$ cat src/rtl/ldst_pkg.sv
package ldst_pkg;
  localparam int unsigned DATA_W  = 32;
  localparam int unsigned OFF_W   = 16;
  localparam int unsigned LANES   = DATA_W / 8;
  localparam int unsigned LANE_W  = $clog2(LANES);

  typedef enum logic [2:0] {
    OP_LDW  = 3'd0,
    OP_STW  = 3'd1,
    OP_LDB  = 3'd2,
    OP_LDBU = 3'd3,
    OP_STB  = 3'd4
  } ldst_op_e;

  typedef enum logic [1:0] {
    RSP_WORD   = 2'd0,
    RSP_BYTE_S = 2'd1,
    RSP_BYTE_U = 2'd2
  } rsp_kind_e;

  // Effective address: base plus sign-extended offset.
  function automatic logic [DATA_W-1:0] calc_ea(input logic [DATA_W-1:0] base,
                                                input logic [OFF_W-1:0]  off);
    logic [DATA_W-1:0] sext;
    sext = {{(DATA_W-OFF_W){off[OFF_W-1]}}, off};
    return base + sext;
  endfunction

  // Extend one byte to the full data width, with or without sign.
  function automatic logic [DATA_W-1:0] extend_byte(input logic [7:0] b,
                                                    input logic       is_signed);
    logic fill;
    fill = is_signed & b[7];
    return {{(DATA_W-8){fill}}, b};
  endfunction

  function automatic logic is_word_op(input logic [2:0] op);
    return (op == OP_LDW) || (op == OP_STW);
  endfunction

  function automatic logic is_load_op(input logic [2:0] op);
    return (op == OP_LDW) || (op == OP_LDB) || (op == OP_LDBU);
  endfunction

  function automatic logic is_known_op(input logic [2:0] op);
    return op <= OP_STB;
  endfunction
endpackage

$ cat src/rtl/ldst_agu.sv
module ldst_agu
  import ldst_pkg::*;
#(
  parameter int unsigned DW = DATA_W,
  parameter int unsigned OW = OFF_W
) (
  input  logic          req_i,
  input  logic [2:0]    op_i,
  input  logic [DW-1:0] base_i,
  input  logic [OW-1:0] offset_i,
  output logic [DW-1:0] ea_o,
  output logic          access_o,
  output logic          misalign_o
);
  localparam int unsigned LW = $clog2(DW / 8);

  logic known;
  logic word_op;
  logic off_lane;

  always_comb begin
    ea_o     = calc_ea(base_i, offset_i);
    known    = is_known_op(op_i);
    word_op  = is_word_op(op_i);
    off_lane = |ea_o[LW-1:0];
    misalign_o = req_i & word_op & off_lane;
    access_o   = req_i & known & ~misalign_o;
  end
endmodule

$ cat src/rtl/ldst_store_lanes.sv
module ldst_store_lanes
  import ldst_pkg::*;
#(
  parameter int unsigned DW = DATA_W
) (
  input  logic              access_i,
  input  logic [2:0]        op_i,
  input  logic [$clog2(DW/8)-1:0] lane_i,
  input  logic [DW-1:0]     wdata_i,
  output logic [DW/8-1:0]   we_o,
  output logic [DW-1:0]     wdata_o
);
  localparam int unsigned NL = DW / 8;

  logic st_word;
  logic st_byte;

  assign st_word = access_i & (op_i == OP_STW);
  assign st_byte = access_i & (op_i == OP_STB);

  for (genvar g = 0; g < NL; g++) begin : g_lane
    logic hit;
    assign hit = (lane_i == g[$clog2(NL)-1:0]);
    assign we_o[g] = st_word | (st_byte & hit);
    assign wdata_o[g*8 +: 8] = (op_i == OP_STW) ? wdata_i[g*8 +: 8] : wdata_i[7:0];
  end
endmodule

$ cat src/rtl/ldst_load_align.sv
module ldst_load_align
  import ldst_pkg::*;
#(
  parameter int unsigned DW = DATA_W
) (
  input  logic                     clk,
  input  logic                     rst_n,
  input  logic                     capture_i,
  input  logic [2:0]               op_i,
  input  logic [$clog2(DW/8)-1:0]  lane_i,
  input  logic [DW-1:0]            rdata_i,
  output logic                     valid_o,
  output logic [DW-1:0]            data_o
);
  localparam int unsigned NL = DW / 8;
  localparam int unsigned LW = $clog2(NL);

  rsp_kind_e     kind_q;
  logic [LW-1:0] lane_q;
  logic [7:0]    byte_sel;

  always_ff @(posedge clk or negedge rst_n) begin
    if (!rst_n) begin
      valid_o <= 1'b0;
      kind_q  <= RSP_WORD;
      lane_q  <= '0;
    end else begin
      valid_o <= capture_i;
      if (capture_i) begin
        lane_q <= lane_i;
        case (op_i)
          OP_LDB:  kind_q <= RSP_BYTE_S;
          OP_LDBU: kind_q <= RSP_BYTE_U;
          default: kind_q <= RSP_WORD;
        endcase
      end
    end
  end

  always_comb begin
    byte_sel = '0;
    for (int i = 0; i < NL; i++) begin
      if (lane_q == i[LW-1:0]) byte_sel = rdata_i[i*8 +: 8];
    end
    case (kind_q)
      RSP_BYTE_S: data_o = extend_byte(byte_sel, 1'b1);
      RSP_BYTE_U: data_o = extend_byte(byte_sel, 1'b0);
      default:    data_o = rdata_i;
    endcase
  end

  p_valid_follows_load_r9: assert property (@(posedge clk) disable iff (!rst_n)
    capture_i |=> valid_o);
  p_zero_fill_r7: assert property (@(posedge clk) disable iff (!rst_n)
    (valid_o && kind_q == RSP_BYTE_U) |-> (data_o[DW-1:8] == '0));
  p_sign_fill_r6: assert property (@(posedge clk) disable iff (!rst_n)
    (valid_o && kind_q == RSP_BYTE_S) |-> (data_o[DW-1:8] == {(DW-8){data_o[7]}}));
endmodule

$ cat src/rtl/ldst_unit.sv
module ldst_unit
  import ldst_pkg::*;
#(
  parameter int unsigned DW = DATA_W,
  parameter int unsigned OW = OFF_W
) (
  input  logic          clk,
  input  logic          rst_n,
  input  logic          req_i,
  input  logic [2:0]    op_i,
  input  logic [DW-1:0] base_i,
  input  logic [OW-1:0] offset_i,
  input  logic [DW-1:0] wdata_i,
  output logic          mem_req_o,
  output logic [DW-1:0] mem_addr_o,
  output logic [DW/8-1:0] mem_we_o,
  output logic [DW-1:0] mem_wdata_o,
  input  logic [DW-1:0] mem_rdata_i,
  output logic          ld_valid_o,
  output logic [DW-1:0] ld_data_o,
  output logic          misalign_o
);
  localparam int unsigned LW = $clog2(DW / 8);

  logic [DW-1:0] ea;
  logic          access_evt;
  logic          misalign_evt;
  logic          load_fire;

  ldst_agu #(.DW(DW), .OW(OW)) agu_i (
    .req_i      (req_i),
    .op_i       (op_i),
    .base_i     (base_i),
    .offset_i   (offset_i),
    .ea_o       (ea),
    .access_o   (access_evt),
    .misalign_o (misalign_evt)
  );

  ldst_store_lanes #(.DW(DW)) st_i (
    .access_i (access_evt),
    .op_i     (op_i),
    .lane_i   (ea[LW-1:0]),
    .wdata_i  (wdata_i),
    .we_o     (mem_we_o),
    .wdata_o  (mem_wdata_o)
  );

  assign load_fire  = access_evt & is_load_op(op_i);
  assign mem_req_o  = access_evt;
  assign mem_addr_o = {ea[DW-1:LW], {LW{1'b0}}};

  ldst_load_align #(.DW(DW)) ld_i (
    .clk       (clk),
    .rst_n     (rst_n),
    .capture_i (load_fire),
    .op_i      (op_i),
    .lane_i    (ea[LW-1:0]),
    .rdata_i   (mem_rdata_i),
    .valid_o   (ld_valid_o),
    .data_o    (ld_data_o)
  );

  always_ff @(posedge clk or negedge rst_n) begin
    if (!rst_n) misalign_o <= 1'b0;
    else        misalign_o <= misalign_evt;
  end

  p_misalign_blocks_r4: assert property (@(posedge clk) disable iff (!rst_n)
    misalign_evt |-> (!mem_req_o && mem_we_o == '0));
  p_misalign_flag_r4: assert property (@(posedge clk) disable iff (!rst_n)
    misalign_evt |=> (misalign_o && !ld_valid_o));
  p_flag_has_cause_r4: assert property (@(posedge clk) disable iff (!rst_n)
    misalign_o |-> $past(misalign_evt));
  p_byte_store_onehot_r5: assert property (@(posedge clk) disable iff (!rst_n)
    (req_i && op_i == OP_STB) |-> ($countones(mem_we_o) == 1));
  p_word_store_all_r8: assert property (@(posedge clk) disable iff (!rst_n)
    (req_i && op_i == OP_STW && !misalign_evt) |-> (&mem_we_o));
  p_unknown_idle_r2: assert property (@(posedge clk) disable iff (!rst_n)
    (req_i && op_i > OP_STB) |-> (!mem_req_o && mem_we_o == '0 && !misalign_evt));
endmodule

$ cat config.mk
export PLATFORM = sky130hd
export DESIGN_NAME = ldst_unit
export DESIGN_NICKNAME = d
export VERILOG_FILES = /design/src/rtl/ldst_pkg.sv /design/src/rtl/ldst_agu.sv /design/src/rtl/ldst_store_lanes.sv /design/src/rtl/ldst_load_align.sv /design/src/rtl/ldst_unit.sv
export SDC_FILE = /design/constraint.sdc
export NUM_CORES = 1
export LEC_CHECK = 0
export ABC_AREA = 0
export BUFFER_PORTS_ARGS = -buffer_cell sky130_fd_sc_hd__clkbuf_2
export CORE_ASPECT_RATIO = 1.4
export CORE_MARGIN = 5
export CORE_UTILIZATION = 44
export DETAILED_ROUTE_END_ITERATION = 10
export HOLD_SLACK_MARGIN = 0.06
export PLACE_DENSITY_LB_ADDON = 0.25
export SLEW_MARGIN = 20
export SYNTH_ARGS = -nofsm -noshare
export SYNTH_HDL_FRONTEND = slang
export SYNTH_SLANG_ARGS = --single-unit
$ cat constraint.sdc
create_clock -name clk -period 3.3 [get_ports clk]
set_input_delay 0.33 -clock clk [delete_from_list [all_inputs] [get_ports clk]]
set_output_delay 0.33 -clock clk [all_outputs]
set_load 0.02 [all_outputs]
==> impl_metrics.csv, run 1 <==
group,metric,value,unit
detailed_routing,detail_route.iter0.violations,77,
detailed_routing,drt-met1-wl,4.321,mm
clocking,cts_inserted_buffers,3,
logic_synthesis,ys_types,70,
clocking,cts-resized-gates,0,
detailed_routing,top_layer,"met4",
die,die_h,113.4,um
logic_synthesis,ys_ff_latch,6,
run,maxCapViolations,0,
layout,drive_above_1_share,0.3886,
die,core-area,7407,um^2
layout,fin_cells,748,
global_routing,grtUsageTotal,0.2177,
detailed_routing,wl_per_cell,15.05,um
layout,fin_util,0.5743,
timing,skew,0,ns
clocking,clk_latency,0.22,ns
logic_synthesis,ys_async_sr_fraction,1.000,
timing,finalCriticalPeriod,3.076,ns
layout,final_common_cell,"clkbuf_2",
global_routing,grt_pass1_wl,17.80,mm
layout,antenna_cells,0,
logic_synthesis,seq_area_frac_synth,0.04469,
detailed_routing,final_antenna_net_count,0,
detailed_routing,vias_per_cell,5.364,
worst_setup_path,critical_path_peak_fanout,5,
clocking,cts.clk_slew.worst_paths,0.04,ns
worst_setup_path,crit_path_end_kind,"primary output",
worst_setup_path,cp-start-kind,"primary input",
power_and_ir_drop,ir_drop,0.0002354,V
detailed_routing,wl_met3,682,um
worst_setup_path,worstReg2RegEnd,"ld_i.lane_q[1]$_DFFE_PN0P_",
detailed_routing,wirelength,11.26,mm
placement,dp_hpwl,9.669,mm
logic_synthesis,synthCells,490,
timing,hold_viol_final,0,
logic_synthesis,syn_avg_cell_area,6.856,um^2
worst_setup_path,r2r_slack,2.20,ns
detailed_routing,dr.pass1.iters,6,
die,start_util,0.4535,
layout,nets,805,
logic_synthesis,ys.flop_type,"dfrtp_1",
clocking,cts_num_sinks,6,
logic_synthesis,ys_warn_count,0,
die,dieArea,9508,um^2
clocking,cts_root_buf,"clkbuf_8",
worst_setup_path,cp.arrival,2.75,ns
min_path,min_path_cells,2,
global_routing,antenna_found_initial,0,
clocking,cts_buffer_depth,2,
worst_setup_path,crit_required,2.97,ns
die,num_rows,37,
placement,place.gp.congestion,0.9472,
detailed_routing,met2_length,6.128,mm
placement,placed_cells_incl_taps,744,
global_routing,grt_pass1_vias,3842,
min_path,min_from,"op_i[2]",
layout,multi_input_area,2739,um^2
die,die_w,83.85,um
layout,syn2layout_area_growth,26.63,%
timing,tightest_slew,0.9227,ns
timing,setup_viol,0,
detailed_routing,vias,4012,
min_path,holdPathEnd,"misalign_o$_DFF_PN0_",
worst_setup_path,r2r-start,"ld_i.lane_q[1]$_DFFE_PN0P_",
timing,max_slew_margin,0.3842,
power_and_ir_drop,leakage,0.002433,uW
logic_synthesis,syn_area,3359,um^2
die,ios,221,
run_status,status,"finished clean",
timing,clock.fmax,0.3251,GHz
worst_setup_path,critical_path_class,"primary input to primary output",
timing,post-route-period-util,0.9320,
layout,fillers,746,
timing,final_max_slew_viol_count,0,
min_path,hold_class,"primary input to flop",
timing,grt_setup_unrepaired,"false",
worst_setup_path,reg2regPathDepth,1,
placement,io_buffers,218,
detailed_routing,drc_errors,0,
global_routing,grt_max_degree,35,
timing,finalSetupTns,0,ns
layout,final_cell_mix,"clkbuf_2, nand2_1, a21oi_1, a21o_1, ha_1",
global_routing,grt_overflow,0,
clocking,cts_tree,"done",
logic_synthesis,synth-edff-count,0,
power_and_ir_drop,p_per_area,378.5,nW/um^2
clocking,h-tree-depth,1,
layout,regArea,150.1,um^2
[cells by family after synthesis]
kind of cell / synth area share
flip-flops: 0.04469
buffers and inverters: 0.1419
other: 0.001116
AO/OA/AOI/OAI: 0.3289
multiplexers: 0.03799
XOR/XNOR: 0.07039
AND/OR/NAND/NOR: 0.2462
adder cells (fa/ha/maj): 0.1289
[cell type report]
cell class,instances,area share
Inverter,15,0.01324
Tap cell,97,0.02853
Multi-Input combinational cell,402,0.6438
Clock buffer,3,0.009706
Sequential cell,6,0.03529
Timing Repair Buffer,225,0.2694
[power breakdown]
part	internal, uW	total [uW]	switching, uW	leakage [uW]
Sequential	86.4	115	28.5	0.0000731
Combinational	508	1390	877	0.00234
Clock	78.4	110	31.6	0.0000216
[cell usage after synthesis, types with 5 or more instances]
master / n / area share
buf_4: 41 / 0.092
o21ai_0: 18 / 0.027
nand2_1: 79 / 0.088
a211oi_1: 9 / 0.020
dfrtp_1: 6 / 0.045
xnor2_1: 14 / 0.036
nand2b_1: 6 / 0.011
mux2i_1: 6 / 0.018
nor2b_1: 12 / 0.022
a211o_1: 6 / 0.016
nand3_1: 11 / 0.016
o21ai_1: 8 / 0.012
xor2_1: 13 / 0.034
a21oi_1: 41 / 0.061
ha_1: 33 / 0.12
clkbuf_1: 16 / 0.018
o21bai_1: 5 / 0.011
a21o_1: 33 / 0.074
nor3_1: 10 / 0.015
nand4_1: 7 / 0.013
inv_1: 15 / 0.017
buf_2: 9 / 0.013
nor2_1: 25 / 0.028
[critical path: stages]
cell and delay [ns]:
clkbuf_2 0.09, ha_1 0.24, fa_1 0.41, a21oi_1 0.27, o211ai_2 0.14, a32oi_1 0.26
o221ai_2 0.21, a31oi_4 0.32, nor4b_4 0.25, nor3_2 0.06, clkbuf_2 0.16
[routing by layer]
layer | up-vias | global-route usage
met5 | - | 0
met1 | 1803 | 0.2392
li1 | 2052 | -
met3 | 10 | 0.03468
met2 | 147 | 0.4418
met4 | 0 | 0.02790
[through the flow]
stage	instance area [um^2]	hold slack, ns	worst slack [ns]	power, uW
floorplan	3363	0.03441	0.5674	1183
global placement	4203	0.1624	0.2548	1484
detailed placement	4203	0.1670	0.1851	1501
CTS	4254	0.3457	0.1803	1619
global route	4254	0.3583	0.07446	1742
finish	4254	0.3600	0.2245	1610
[sequential cells by signal, summed over array words and instances, names as in the netlist]
name	flops
ld_i.valid_o	1
misalign_o	1
ld_i.lane_q	2
ld_i.kind_q	2
[worst max-delay path by stage]
stage | startpoint | slack (ns) | to | depth (start not counted)
2_1_floorplan | base_i[0] | 0.57 | mem_addr_o[24] | 10
3_3_place_gp | base_i[0] | 0.25 | mem_addr_o[24] | 11
3_5_place_dp | base_i[0] | 0.19 | mem_addr_o[24] | 11
4_1_cts | base_i[0] | 0.18 | mem_addr_o[24] | 11
5_1_grt | offset_i[15] | 0.07 | mem_addr_o[27] | 10
6_report | base_i[0] | 0.22 | mem_addr_o[24] | 11
[timing repair]
action	CTS	global route
hold buffers	1	0
endpoints found under the hold margin	6	0
buffers inserted	0	0
setup endpoints to repair	0	0
(Power assumes the default switching activity.)
==> run 2: changes to the inputs <==
Settings changed: BUFFER_PORTS_ARGS -buffer_cell sky130_fd_sc_hd__clkbuf_2 to -buffer_cell sky130_fd_sc_hd__buf_2, CORE_MARGIN 5 to unset.
==> run 2 against run 1 <==
Against the previous run:
- register-to-register slack improved by 0.02 ns
- first-iteration DRC count rose by 120%
- sequential power barely moved
- highest routed layer unchanged
- largest cell class unchanged
==> impl_metrics.csv, run 2 (synthesized netlist as in run 1, its figures left out) <==
group,metric,value,unit
clocking,cts.clk_slew.worst_paths,0.03,ns
detailed_routing,final_antenna_net_count,0,
placement,dpl_cell_area,4203,um^2
clocking,ctsHoldBuffers,1,
clocking,cts_tree,"done",
clocking,cts_num_sinks,6,
layout,antenna_cells,0,
min_path,min_path_cells,2,
placement,placed_cells_incl_taps,744,
clocking,cts_buffer_depth,2,
detailed_routing,dr.pass1.iters,5,
worst_setup_path,cp_slowest_cell,"fa_1",
power_and_ir_drop,p_per_area,376.1,nW/um^2
timing,setup_viol,0,
placement,io_buffers,218,
detailed_routing,drc_errors,0,
run_status,status,"finished clean",
layout,final_cell_mix,"buf_2, nand2_1, a21oi_1, a21o_1, ha_1",
die,start_util,0.4564,
die,die_h,105.4,um
layout,fin_area,4254,um^2
timing,skew,0,ns
die,ios,221,
clocking,cts_root_buf,"clkbuf_8",
run,maxCapViolations,0,
global_routing,grt_pass1_wl,16.06,mm
layout,final_common_cell,"buf_2",
global_routing,grtUsageTotal,0.2497,
power_and_ir_drop,seqPwrFrac,0.072,
worst_setup_path,critPathMaxStageDelay,0.41,ns
clocking,clk_latency,0.22,ns
die,core-area,7361,um^2
power_and_ir_drop,combPwrFrac,0.861,
timing,hold_viol_final,0,
timing,final_max_slew_viol_count,0,
layout,reg_top3,"ld_i.kind_q: 2 flops, ld_i.lane_q: 2 flops",
worst_setup_path,critical_path_class,"primary input to primary output",
placement,place.gp.congestion,0.9335,
layout,fin_cells,748,
clocking,h-tree-depth,1,
worst_setup_path,crit_required,2.97,ns
power_and_ir_drop,p_int,675.5,uW
global_routing,grt_max_degree,35,
worst_setup_path,r2r_slack,2.22,ns
detailed_routing,vias_per_cell,5.418,
clocking,postCtsSetupBuffers,0,
timing,tightest_slew,0.9178,ns
timing,clock.fmax,0.3202,GHz
global_routing,grt_pass1_vias,3756,
worst_setup_path,cp_cell_sequence,"buf_2 > ha_1 > fa_1 > a21oi_1 > o211ai_2 > a32oi_1 > o221ai_2 > a31oi_4 > nor4b_4 > nor3_2 > buf_2",
layout,syn2layout_area_growth,26.63,%
worst_setup_path,reg2regPathDepth,1,
placement,dp_hpwl,9.168,mm
timing,max_slew_margin,0.3874,
global_routing,grt_overflow,0,
clocking,cts-resized-gates,0,
layout,fin_util,0.5779,
worst_setup_path,crit_path_frequent_cell,"buf_2",
detailed_routing,vias,4053,
clocking,cts_inserted_buffers,3,
detailed_routing,detail_route.iter0.violations,168,
power_and_ir_drop,p_clk_frac,0.067,
worst_setup_path,cp-start-kind,"primary input",
die,dieArea,7994,um^2
detailed_routing,wirelength,10.74,mm
worst_setup_path,critical_path_peak_fanout,5,
power_and_ir_drop,leakage,0.002409,uW
power_and_ir_drop,power,1600,uW
timing,post-route-period-util,0.9465,
global_routing,antenna_found_initial,0,
worst_setup_path,crit_path_end_kind,"primary output",
timing,grt_setup_unrepaired,"false",
layout,nets,805,
worst_setup_path,cp.arrival,2.79,ns
die,die_w,75.85,um
min_path,hold_class,"primary input to flop",
power_and_ir_drop,switchingPower,924.6,uW
timing,finalSetupTns,0,ns
power_and_ir_drop,switching_share,0.5779,
detailed_routing,wl_per_cell,14.36,um
timing,finalCriticalPeriod,3.123,ns
layout,drive_above_1_share,0.3886,
power_and_ir_drop,ir_drop,0.0001979,V
die,num_rows,37,
[run 2: worst paths after layout]
path / start / endpoint
min reg2reg: ld_i.lane_q[0]$_DFFE_PN0P_ / ld_i.lane_q[0]$_DFFE_PN0P_
max in group asynchronous: rst_n / ld_i.valid_o$_DFF_PN0_
min: op_i[2] / misalign_o$_DFF_PN0_
max reg2reg: ld_i.lane_q[1]$_DFFE_PN0P_ / ld_i.lane_q[1]$_DFFE_PN0P_
min in group asynchronous: rst_n / ld_i.lane_q[1]$_DFFE_PN0P_
max: base_i[0] / mem_addr_o[24]
[run 2: area by class of cell]
class	instances	area, um^2
Multi-Input combinational cell	402	2739
Inverter	15	56.30
Fill cell	712	3107
Tap cell	97	121.4
Sequential cell	6	150.1
Timing Repair Buffer	225	1146
Clock buffer	3	41.29
[run 2: power by group through the flow]
stage / sequential [uW] / clock (uW) / combinational, uW
after global placement: 115 / 0 / 1360
final: 115 / 107 / 1380
after floorplan: 98.1 / 0 / 1090
after CTS: 115 / 110 / 1380
after detailed placement: 115 / 0 / 1370
after global routing: 118 / 114 / 1520
[run 2: worst max-delay path, delay by kind of cell]
family	cells	cell delay (ns)
buffers and inverters	2	0.27
AO/OA/AOI/OAI	5	1.22
adder cells (fa/ha/maj)	2	0.65
AND/OR/NAND/NOR	2	0.33
[run 2: metal layers]
metal	wire, um	track usage	share of wire
met4	263	0.08069	0.024
met1	4164	0.2682	0.39
met5	0	0	0
met3	715	0.03059	0.067
met2	5597	0.4766	0.52
[run 2: metrics by stage]
stage / hold WS [ns] / setup WS [ns]
5_1_grt: 0.3605 / 0.04329
6_report: 0.3456 / 0.1765
3_3_place_gp: 0.1555 / 0.2566
2_1_floorplan: 0.03441 / 0.5674
4_1_cts: 0.3416 / 0.1698
3_5_place_dp: 0.1583 / 0.1609
==> run 3: changes to the inputs <==
Settings changed: CORE_UTILIZATION 44 to 40, MAX_ROUTING_LAYER set to met4.
Clock period 3.3 ns to 2.7 ns, I/O delays scaled along.
==> run 3 against run 2 <==
Against the previous run:
- cell count up 5.2%
- via count up 4.0%
- combinational power rose by 31%
- register-to-register slack lost 0.55 ns
- critical path depth unchanged
- clock-buffer cell count did not move
- total power rose by 36%
- sequential share of layout area fell by 0.30 points
- hold slack worse by 0.040 ns
- worst setup slack got worse by 0.086 ns
- sequential power barely moved
- highest routed layer unchanged
==> impl_metrics.csv, run 3 (synthesized netlist as in run 1, its figures left out) <==
group,metric,value,unit
run_status,status,"finished clean",
clocking,cts_num_sinks,6,
power_and_ir_drop,ir_drop,0.0003356,V
detailed_routing,final_antenna_net_count,0,
die,die_w,79.46,um
timing,hold_viol_final,0,
worst_setup_path,critical_path_peak_fanout,5,
min_path,hold_class,"primary input to flop",
timing,finalSetupTns,0,ns
die,num_rows,39,
die,dieArea,8775,um^2
clocking,h-tree-depth,1,
worst_setup_path,reg2regPathDepth,2,
layout,drive_above_1_share,0.4444,
clocking,cts_buffer_depth,2,
placement,dpl_cell_area,4412,um^2
worst_setup_path,r2r_slack,1.67,ns
die,core-area,8149,um^2
worst_setup_path,cp_cell_sequence,"buf_2 > ha_4 > fa_2 > a21oi_2 > o211ai_2 > a32oi_1 > o221ai_2 > a31oi_4 > nor4b_4 > nor3_2 > buf_4",
worst_setup_path,critPathMaxStageDelay,0.34,ns
power_and_ir_drop,power,2169,uW
timing,skew,0,ns
timing,post-route-period-util,0.9664,
timing,clock.fmax,0.3833,GHz
detailed_routing,wirelength,11.37,mm
die,die_h,110.4,um
clocking,cts_root_buf,"clkbuf_16",
timing,grt_setup_unrepaired,"true",
worst_setup_path,crit_required,2.43,ns
layout,final_common_cell,"buf_2",
worst_setup_path,worstReg2RegEnd,"ld_i.lane_q[0]$_DFFE_PN0P_",
min_path,min_from,"op_i[2]",
timing,final_max_slew_viol_count,0,
placement,io_buffers,218,
layout,syn2layout_area_growth,38.44,%
die,start_util,0.4123,
worst_setup_path,path_delay_family,"compound AO/OA/AOI/OAI gates",
worst_setup_path,r2r-start,"ld_i.lane_q[0]$_DFFE_PN0P_",
detailed_routing,dr.pass1.iters,4,
clocking,cts.clk_slew.worst_paths,0.03,ns
detailed_routing,wl_per_cell,14.44,um
global_routing,grt_max_degree,34,
worst_setup_path,cp.arrival,2.34,ns
power_and_ir_drop,leakage,0.002585,uW
min_path,min_path_cells,2,
clocking,cts_tree,"done",
worst_setup_path,critical_path_class,"primary input to primary output",
run,maxCapViolations,0,
global_routing,grt_pass1_wl,17.37,mm
layout,reg_top3,"ld_i.kind_q: 2 flops, ld_i.lane_q: 2 flops",
timing,setup_viol,0,
worst_setup_path,crit_path_end_kind,"primary output",
global_routing,grt_overflow,0,
global_routing,antenna_found_initial,0,
placement,place.gp.congestion,0.8870,
worst_setup_path,cp_slowest_cell,"fa_2",
detailed_routing,vias,4217,
detailed_routing,vias_per_cell,5.358,
power_and_ir_drop,p_per_area,466.3,nW/um^2
worst_setup_path,path_buf_inv,2,
min_path,holdPathEnd,"misalign_o$_DFF_PN0_",
layout,final_cell_mix,"buf_2, nand2_1, buf_4, a21oi_1, a21o_1",
layout,fin_area,4651,um^2
die,ios,221,
placement,dp_hpwl,9.574,mm
layout,nets,838,
detailed_routing,detail_route.iter0.violations,142,
worst_setup_path,cp-start-kind,"primary input",
detailed_routing,drc_errors,0,
global_routing,grtUsageTotal,0.2466,
timing,finalCriticalPeriod,2.609,ns
global_routing,grt_pass1_vias,3894,
clocking,clk_latency,0.23,ns
clocking,cts_inserted_buffers,3,
==> run 3: worst max-delay path by stage <==
stage | from | end | depth (start not counted)
after floorplan | base_i[0] | mem_addr_o[24] | 10
after global placement | base_i[0] | mem_addr_o[24] | 11
after detailed placement | base_i[0] | mem_addr_o[24] | 11
after CTS | offset_i[15] | mem_addr_o[25] | 10
after global routing | offset_i[4] | mem_addr_o[19] | 10
final | base_i[0] | mem_addr_o[24] | 11
==> run 3: repair_timing <==
action	CTS	global route
gates cloned	0	0
endpoints found under the setup margin	6	9
gates resized for setup	4	21
endpoints found under the hold margin	6	0
pin swaps	5	2
setup buffers	6	0
hold buffers	1	0
==> run 3: cell type report <==
type,instances,area [um^2]
multi-input cells,402,2840
fillers,813,3498
diodes,1,2.502
clock buffers,3,75.07
repair buffers,258,1399
well taps,102,127.6
flip-flops and latches,6,150.1
inverters,15,56.30
==> run 3: power by group <==
| group | switching (uW) | internal [uW] |
|---|---|---|
| combinational | 1110 | 705 |
| clock | 48.0 | 190 |
| sequential | 10.9 | 106 |
| total | 1170 | 1000 |
==> run 3: per-layer routing <==
| metal | routed length (um) | global-route usage |
|---|---|---|
| met1 | 4331 | 0.2520 |
| met2 | 6234 | 0.4849 |
| met3 | 692 | 0.02645 |
| met4 | 108 | 0.04970 |
| met5 | 0 | - |
==> run 3: stage by stage <==
step                      std cells  setup WS (ns)  utilization  hold slack [ns]
after global routing            786       -0.03026       0.5704           0.3088
after CTS                       786       0.007872       0.5600           0.2983
after detailed placement        776        -0.1507       0.5414          0.09998
final                           787        0.09077       0.5707           0.3054
after global placement          776        -0.1126       0.5414          0.09448
after floorplan                 491        0.08738            -         -0.02559
==> run 3: worst register-to-register path: cells and delay by family, from the launching register on <==
family / cells / cell delay (ns)
multiplexers: 1 / 0.30
flip-flops: 1 / 0.38
buffers and inverters: 1 / 0.23
